<file path="config.mk">
export PLATFORM = sky130hd
export DESIGN_NAME = cnv_cycle_seq
export DESIGN_NICKNAME = d
export VERILOG_FILES = /design/src/rtl/cseq_pkg.sv /design/src/rtl/cseq_start_align.sv /design/src/rtl/cseq_div.sv /design/src/rtl/cseq_phase.sv /design/src/rtl/cnv_cycle_seq.sv
export SDC_FILE = /design/constraint.sdc
export NUM_CORES = 1
export LEC_CHECK = 0
export BUFFER_PORTS_ARGS = -buffer_cell sky130_fd_sc_hd__clkbuf_2
export CORE_ASPECT_RATIO = 1.2
export CORE_MARGIN = 8
export CORE_UTILIZATION = 40
export DETAILED_ROUTE_END_ITERATION = 8
export GPL_TIMING_DRIVEN = 0
export PLACE_DENSITY = 0.6
export SLEW_MARGIN = 40
export SYNTH_ARGS = -nofsm -noshare
export SYNTH_HDL_FRONTEND = slang
export SYNTH_HIERARCHICAL = 1
export SYNTH_SLANG_ARGS = --single-unit
</file>
<file path="constraint.sdc">
create_clock -name clk -period 2.35 [get_ports clk]
set_clock_uncertainty 0.05 [all_clocks]
set_input_delay 0.235 -clock clk [delete_from_list [all_inputs] [get_ports clk]]
set_output_delay 0.235 -clock clk [all_outputs]
set_load 0.01 [all_outputs]
</file>
<file path="src/rtl/cseq_pkg.sv">
package cseq_pkg;
  typedef enum logic [1:0] {
    AL_IDLE  = 2'd0,
    AL_WAIT1 = 2'd1,
    AL_WAIT2 = 2'd2
  } align_t;
endpackage

</file>
<file path="src/rtl/cseq_start_align.sv">
module cseq_start_align
  import cseq_pkg::*;
#(
  parameter int MIN_LOW = 2
) (
  input  logic clk,
  input  logic rst_n,
  input  logic cmd_start,
  input  logic reg_start,
  input  logic cnv_pin,
  input  logic busy,
  output logic launch
);
  localparam int LW = $clog2(MIN_LOW + 1);

  align_t        state;
  logic [LW-1:0] lo_cnt;
  logic          pin_only;
  logic          pin_rise;
  logic          accept;

  // count consecutive low samples of the pin, saturating
  always_ff @(posedge clk) begin
    if (!rst_n) begin
      lo_cnt <= '0;
    end else if (cnv_pin) begin
      lo_cnt <= '0;
    end else if (lo_cnt < LW'(MIN_LOW)) begin
      lo_cnt <= lo_cnt + 1'b1;
    end
  end

  assign pin_rise = cnv_pin && (lo_cnt >= LW'(MIN_LOW));
  assign accept   = (state == AL_IDLE) && !busy && (cmd_start || reg_start || pin_rise);

  always_ff @(posedge clk) begin
    if (!rst_n) begin
      state    <= AL_IDLE;
      pin_only <= 1'b0;
    end else begin
      case (state)
        AL_IDLE: if (accept) begin
          state    <= AL_WAIT1;
          pin_only <= !(cmd_start || reg_start);
        end
        AL_WAIT1: state <= (pin_only && !cnv_pin) ? AL_IDLE : AL_WAIT2;
        AL_WAIT2: state <= AL_IDLE;
        default:  state <= AL_IDLE;
      endcase
    end
  end

  assign launch = (state == AL_WAIT2);

  a_r9_idle_while_busy: assert property (@(posedge clk) disable iff (!rst_n)
    busy |-> (state == AL_IDLE));
  a_r8_pin_held: assert property (@(posedge clk) disable iff (!rst_n)
    (launch && pin_only) |-> $past(cnv_pin));
  a_r7_pin_low_before: assert property (@(posedge clk) disable iff (!rst_n)
    (state == AL_WAIT1 && pin_only) |-> ($past(cnv_pin, 2) == 1'b0));
endmodule

</file>
<file path="src/rtl/cseq_div.sv">
module cseq_div #(
  parameter int SEL_W = 2
) (
  input  logic             clk,
  input  logic             rst_n,
  input  logic             restart,
  input  logic [SEL_W-1:0] sel,
  output logic             tick
);
  localparam int MAXLOG = (1 << SEL_W) - 1;
  localparam int CW     = (MAXLOG < 1) ? 1 : MAXLOG;

  logic [CW-1:0] cnt;
  logic [CW:0]   span;
  logic [CW-1:0] last_v;

  always_comb begin
    span   = {{CW{1'b0}}, 1'b1} << sel;
    last_v = CW'(span - 1'b1);
  end

  assign tick = (cnt == last_v);

  always_ff @(posedge clk) begin
    if (!rst_n || restart) begin
      cnt <= '0;
    end else if (tick) begin
      cnt <= '0;
    end else begin
      cnt <= cnt + 1'b1;
    end
  end

  a_r2_tick_gap: assert property (@(posedge clk) disable iff (!rst_n)
    (tick && sel != '0 && !restart) |=> !tick);
endmodule

</file>
<file path="src/rtl/cseq_phase.sv">
module cseq_phase #(
  parameter int AMP_TICKS = 36,
  parameter int SAR_BITS  = 14,
  parameter int SEL_W     = 2
) (
  input  logic                        clk,
  input  logic                        rst_n,
  input  logic                        launch,
  input  logic                        tick,
  input  logic [SEL_W-1:0]            div_sel_in,
  output logic [SEL_W-1:0]            sel_q,
  output logic                        busy,
  output logic                        amp_en,
  output logic                        sar_en,
  output logic [$clog2(SAR_BITS)-1:0] sar_bit,
  output logic                        done
);
  localparam int TOTAL = AMP_TICKS + SAR_BITS;
  localparam int PW    = $clog2(TOTAL);
  localparam int BW    = $clog2(SAR_BITS);
  localparam logic [PW-1:0] LAST_P = PW'(TOTAL - 1);
  localparam logic [PW-1:0] AMP_P  = PW'(AMP_TICKS);

  logic [PW-1:0] pcnt;
  logic [PW-1:0] remain;

  always_ff @(posedge clk) begin
    if (!rst_n) begin
      busy  <= 1'b0;
      done  <= 1'b0;
      pcnt  <= '0;
      sel_q <= '0;
    end else begin
      done <= 1'b0;
      if (launch) begin
        busy  <= 1'b1;
        pcnt  <= '0;
        sel_q <= div_sel_in;
      end else if (busy && tick) begin
        if (pcnt == LAST_P) begin
          busy <= 1'b0;
          done <= 1'b1;
          pcnt <= '0;
        end else begin
          pcnt <= pcnt + 1'b1;
        end
      end
    end
  end

  assign remain  = LAST_P - pcnt;
  assign amp_en  = busy && (pcnt < AMP_P);
  assign sar_en  = busy && !(pcnt < AMP_P);
  assign sar_bit = sar_en ? BW'(remain) : '0;

  a_r5_done_on_fall: assert property (@(posedge clk) disable iff (!rst_n)
    $fell(busy) |-> done);
  a_r5_done_not_busy: assert property (@(posedge clk) disable iff (!rst_n)
    done |-> !busy);
  a_r3_amp_first: assert property (@(posedge clk) disable iff (!rst_n)
    $rose(busy) |-> amp_en);
  a_r3_sar_last: assert property (@(posedge clk) disable iff (!rst_n)
    $fell(busy) |-> ($past(sar_en) && $past(sar_bit) == '0));
  a_r4_bit_step: assert property (@(posedge clk) disable iff (!rst_n)
    (sar_en && $past(sar_en) && sar_bit != $past(sar_bit)) |-> ((sar_bit + 1'b1) == $past(sar_bit)));
  a_r10_sel_held: assert property (@(posedge clk) disable iff (!rst_n)
    (busy && $past(busy) && !launch) |-> $stable(sel_q));
endmodule

</file>
<file path="src/rtl/cnv_cycle_seq.sv">
module cnv_cycle_seq #(
  parameter int AMP_TICKS = 36,
  parameter int SAR_BITS  = 14,
  parameter int SEL_W     = 2,
  parameter int MIN_LOW   = 2
) (
  input  logic                        clk,
  input  logic                        rst_n,
  input  logic [SEL_W-1:0]            div_sel,
  input  logic                        cmd_start,
  input  logic                        reg_start,
  input  logic                        cnv_pin,
  output logic                        busy,
  output logic                        amp_en,
  output logic                        sar_en,
  output logic [$clog2(SAR_BITS)-1:0] sar_bit,
  output logic                        done
);
  logic             launch;
  logic             tick;
  logic [SEL_W-1:0] sel_q;

  cseq_start_align #(.MIN_LOW(MIN_LOW)) u_align (
    .clk       (clk),
    .rst_n     (rst_n),
    .cmd_start (cmd_start),
    .reg_start (reg_start),
    .cnv_pin   (cnv_pin),
    .busy      (busy),
    .launch    (launch)
  );

  cseq_div #(.SEL_W(SEL_W)) u_div (
    .clk     (clk),
    .rst_n   (rst_n),
    .restart (launch),
    .sel     (sel_q),
    .tick    (tick)
  );

  cseq_phase #(
    .AMP_TICKS (AMP_TICKS),
    .SAR_BITS  (SAR_BITS),
    .SEL_W     (SEL_W)
  ) u_phase (
    .clk        (clk),
    .rst_n      (rst_n),
    .launch     (launch),
    .tick       (tick),
    .div_sel_in (div_sel),
    .sel_q      (sel_q),
    .busy       (busy),
    .amp_en     (amp_en),
    .sar_en     (sar_en),
    .sar_bit    (sar_bit),
    .done       (done)
  );

  a_r1_launch_busy: assert property (@(posedge clk) disable iff (!rst_n)
    launch |=> (busy && amp_en));
  a_r9_no_launch_busy: assert property (@(posedge clk) disable iff (!rst_n)
    busy |-> !launch);
endmodule

</file>
=== Word-level counts from Yosys, hierarchy flattened ===
Cells that the tools add are included.
Widths: inputs -> output; s select.

* $lt $le $gt $ge: 3
* $add $sub $neg: 5
* Muxes and demuxes: 9
* Shift operators: 1
* Reductions and logical operators: 24
* Equal/unequal tests: 5
* Bitwise operators: 2

{| class="wikitable"
|+ Operator list
! kind !! number
|-
| $logic_and 1x1->1 || 7
|-
| $add 6x1->6 const B || 1
|-
| $eq 6x6->1 const B || 1
|-
| $lt 6x6->1 const B || 1
|-
| $mux 6 || 1
|-
| $reduce_or 2->1 || 3
|-
| $logic_not 1->1 || 5
|-
| $mux 1 || 4
|-
| $mux 2 || 2
|-
| $mux 4 || 1
|-
| $pmux 2 s2 || 1
|-
| $reduce_and 2->1 || 2
|-
| $reduce_bool 2->1 || 2
|-
| $sub 1x4->4 const A || 1
|-
| $add 3x1->3 const B || 1
|-
| $eq 3x3->1 || 1
|-
| $logic_or 1x1->1 || 3
|-
| $reduce_or 3->1 || 1
|-
| $shl 1x2->3 const A || 1
|-
| $sub 3x1->3 const B || 1
|-
| $add 2x1->2 const B || 1
|-
| $eq 2x1->1 const B || 1
|-
| $eq 2x2->1 const B || 1
|-
| $ge 2x2->1 const B || 1
|-
| 4 further kinds || 5
|}

* Output and inout port bits: 8
* Flip-flop bits (word level): 18

=== Longest topological paths before layout ===
* Depth in word-level cells: 6
* Gate-level depth with buffers: 6
* Gate-level depth less buffers: 6

=== By module ===
The synthesis kept the hierarchy.

{| class="wikitable"
|+ By module, submodules not included
! module !! times used !! area an instance (um^2) !! cells an instance !! seq. area each (um^2)
|-
| cseq_phase || 1 || 563.0 || 65 || 200.2
|-
| cseq_start_align || 1 || 220.2 || 22 || 100.1
|-
| cseq_div || 1 || 170.2 || 18 || 60.1
|}

=== Worst setup path after synthesis ===
No wires, ideal clock.

* Path kind: flip-flop to flip-flop
* Start point: register u_div.cnt[1]
* End point: register u_phase.pcnt[5]
* Library setup time: 0.086 ns
* Buffers on the path: 0
* Data arrival time: 1.798 ns
* Path slack: 0.416 ns
* Cell stages (with the launch flop): 7
* Path through: dfxtp_1 -> nor4bb_1 -> nor2_1 -> a31oi_1 -> nand4_2 -> or3_1 -> a221oi_2

* Word-level cells in the longest chain between the ends: 2

{| class="wikitable"
|+ Ends and longest elaborated chain
! item !! RTL line !! RTL
|-
| from (decl) || cseq_div.sv:13 || <nowiki>logic [CW-1:0] cnt;</nowiki>
|-
| from (signal assigned) || cseq_div.sv:30 || <nowiki>cnt <= cnt + 1'b1;</nowiki>
|-
| $eq 3x3->1 || cseq_div.sv:22 || <nowiki>assign tick = (cnt == last_v);</nowiki>
|-
| named net tick || cnv_cycle_seq.sv:20 || <nowiki>logic tick;</nowiki>
|-
| $logic_and 1x1->1 || cseq_phase.sv:39 || <nowiki>end else if (busy && tick) begin</nowiki>
|-
| to (signal assigned) || cseq_phase.sv:45 || <nowiki>pcnt <= pcnt + 1'b1;</nowiki>
|-
| to (decl) || cseq_phase.sv:24 || <nowiki>logic [PW-1:0] pcnt;</nowiki>
|}

The timed path passes the listed nets, and every way through them passes these cells.
A chain may end at the register's enable or synchronous reset.

=== Worst setup path in the final report ===
Ends and elaborated chain as after synthesis.

==> reports/results.ini <==
[route]
viasPerCell = 5.370
drc_errors = 0
drt-initial-drc-count = 20
vias = 827
ant_nets = 0
drt-total-wl_mm = 1.929
drt-pass1-iter-count = 4
wl_per_cell_um = 12.53

[floorplan]
fp-row-count = 19
die_w_um = 60.57
initial_utilization = 0.4178
die_y_um = 69.48
design.core.area_um2 = 2282
dieArea_um2 = 4208
io_pins = 15

[global_route]
grt_max_degree = 11
grt_pass1_wl_mm = 3.525
track_usage = 0.1030
grt_pass1_vias = 847
antenna_found_initial = 0
overflow = 0

[placement]
gp_congestion = 0.8003
place_ws_ns = 0.1638
hpwl_mm = 1.446
portBuffers = 14
dpl-instance-area_um2 = 1062

[status]
status = complete, no violations

[sta]
fin_setup_tns_ns = 0
rsz0062_at_grt = false
relSlewSlack = 0.7603
hold_viol = 0
fmax_mhz = 477.9
setup_viol_count_final = 0
slew_violations = 0
tightest_slew_ns = 0.3590
setup_ws_ns = 0.2577
period_needed_ns = 2.092
holdWs_ns = 0.1515
timing.final.crit_share = 0.8904

[finish]
final_common_cell = dfxtp_1
n_fill_cell = 244
nets = 137
final_cell_mix = 18 x dfxtp_1, 14 x clkbuf_2, 9 x inv_1, 9 x nand2_1
drive_gt1_frac = 0.2358
syn2layout_area_growth_pct = 17.19
stdcell_area_um2 = 1117
diodes = 0

[yosys]
synth_seq_cells = 18
syn-instance-count = 105
synth_edf_count = 0
syn_nets = 118
synth_async_sr_flop_share = 0
synth_area_um2 = 953.4
synth_seq_area_share = 0.3780
synth.distinct_cells = 39
yosys_warnings = 6
syn_avg_cell_area_um2 = 9.080
synthFlopType = dfxtp_1

[job]
max_cap_viol_count = 0

[cts]
cts_root_buf = clkbuf_4
cts.clk_slew.worst_paths_ns = 0.10
tritoncts = yes
htreeDepth = 1
clk_path_buf_depth = 2
post-cts-setup-buffers = 0
clkSinkCount = 18
cts-buffers-inserted = 3
clk_latency_ns = 0.29

[power]
leakagePower_nw = 0.4633
seqPwrFrac = 0.566
clock_power_share = 0.323
power_density_nw_per_um2 = 523.8
switching_share = 0.2454
peakVddDrop_mv = 0.4455
internal_power_uw = 441.6
p_sw_uw = 143.6
comb_power_share = 0.111

[setup_path]
arrival_ns = 2.25
path_max_fanout = 5
crit_type = flip-flop to flip-flop
crit_required_ns = 2.51
cp-start-kind = flip-flop
endpoint_kind = flip-flop

[worst_hold_path]
min_path_type = input pin to flip-flop

-- final cells by class --
cell class                      count  area (µm²)  share of cell area
Multi-Input combinational cell     77       573.1              0.5129
Inverter                            9       33.78             0.03024
Sequential cell                    18       360.3              0.3225
Timing Repair Buffer               14       70.07             0.06271
Clock buffer                        4       36.28             0.03247
Buffer                              1       5.005            0.004479
Tap cell                           31       38.79             0.03471
-- metal layers --
layer | share of wire | up-vias | GRT usage | routed length [µm]
li1 | - | 413 | - | -
met1 | 0.44 | 400 | 0.1262 | 843
met2 | 0.51 | 12 | 0.1625 | 991
met3 | 0.042 | 2 | 0.02412 | 81
met4 | 0.0062 | 0 | 0.04416 | 12
met5 | 0 | - | 0 | 0
-- through the flow --
stage / cells / utilization / power [mW]
after global placement: 150 / 0.4655 / 0.3990
after detailed placement: 150 / 0.4655 / 0.4021
after floorplan: 105 / - / 0.3807
after CTS: 154 / 0.4814 / 0.5974
final: 154 / 0.4896 / 0.5853
after global routing: 154 / 0.4896 / 0.6238
-- cells by family (layout without fill, tap and decap cells) --
family,Yosys count,in the layout,synth area share
DFF,18,18,0.3780
adders and majority gates,6,6,0.07874
buffers and inverters,10,28,0.04067
AOI/OAI and AO/OA,22,22,0.1654
xor gates and xnor gates,3,3,0.02756
muxes,2,2,0.02100
and+or+nand+nor,44,44,0.2887
-- power by group through the flow --
stage	Combinational, mW	Sequential (mW)	Clock, mW
global route	0.0751	0.334	0.215
CTS	0.0643	0.331	0.202
finish	0.0650	0.331	0.189
detailed placement	0.0641	0.338	0
global placement	0.0618	0.337	0
floorplan	0.0452	0.336	0
-- flip-flops by register name (all words and copies together) (netlist names) --
register and cells:
u_phase/pcnt 6, u_div/cnt 3, u_align/lo_cnt 2, u_align/state 2, u_phase/sel_q 2, u_align/pin_only 1, u_phase/busy 1, u_phase/done 1
-- cell usage after synthesis, types with 2 or more instances --
cell type,number,area [µm²]
nor2b_1,3,18.77
or4b_1,2,20.02
xor2_1,2,17.52
dfxtp_1,18,360.4
ha_1,6,75.07
mux2i_1,2,20.02
a31oi_1,3,18.77
a21oi_1,7,35.03
nand3_1,3,15.01
or3_1,2,12.51
nor2_1,7,26.28
a311o_1,3,30.03
and3b_1,2,17.52
nand2_1,9,33.78
o21ai_0,3,15.01
inv_1,9,33.78
and2_1,2,12.51
-- path summary, 6_finish.rpt --
| check | slack, ns | start | cells after the start | endpoint |
|---|---|---|---|---|
| worst max-delay path | 0.26 | u_div/cnt[1] | 6 | u_phase/pcnt[5] |
| worst min-delay path | 0.15 | cmd_start | 2 | u_align/state[0] |
| worst max register to register | 0.26 | u_div/cnt[1] | 6 | u_phase/pcnt[5] |
| worst min register to register | 0.43 | u_align/state[0] | 2 | u_align/state[1] |
-- repair_timing --
item | in CTS | in global routing
gates resized for setup | 0 | 3
endpoints found under the setup margin | 0 | 5
hold buffers | 0 | 0
endpoints found under the hold margin | 0 | 0
-- critical path, cell delays in order (launching register included) --
cell      delay [ns]
dfxtp_1         0.43
nor4bb_2        0.35
nor2_1          0.08
a31oi_2         0.29
nand4_2         0.18
or3_1           0.40
a221oi_2        0.23
(Power assumes the default switching activity.)
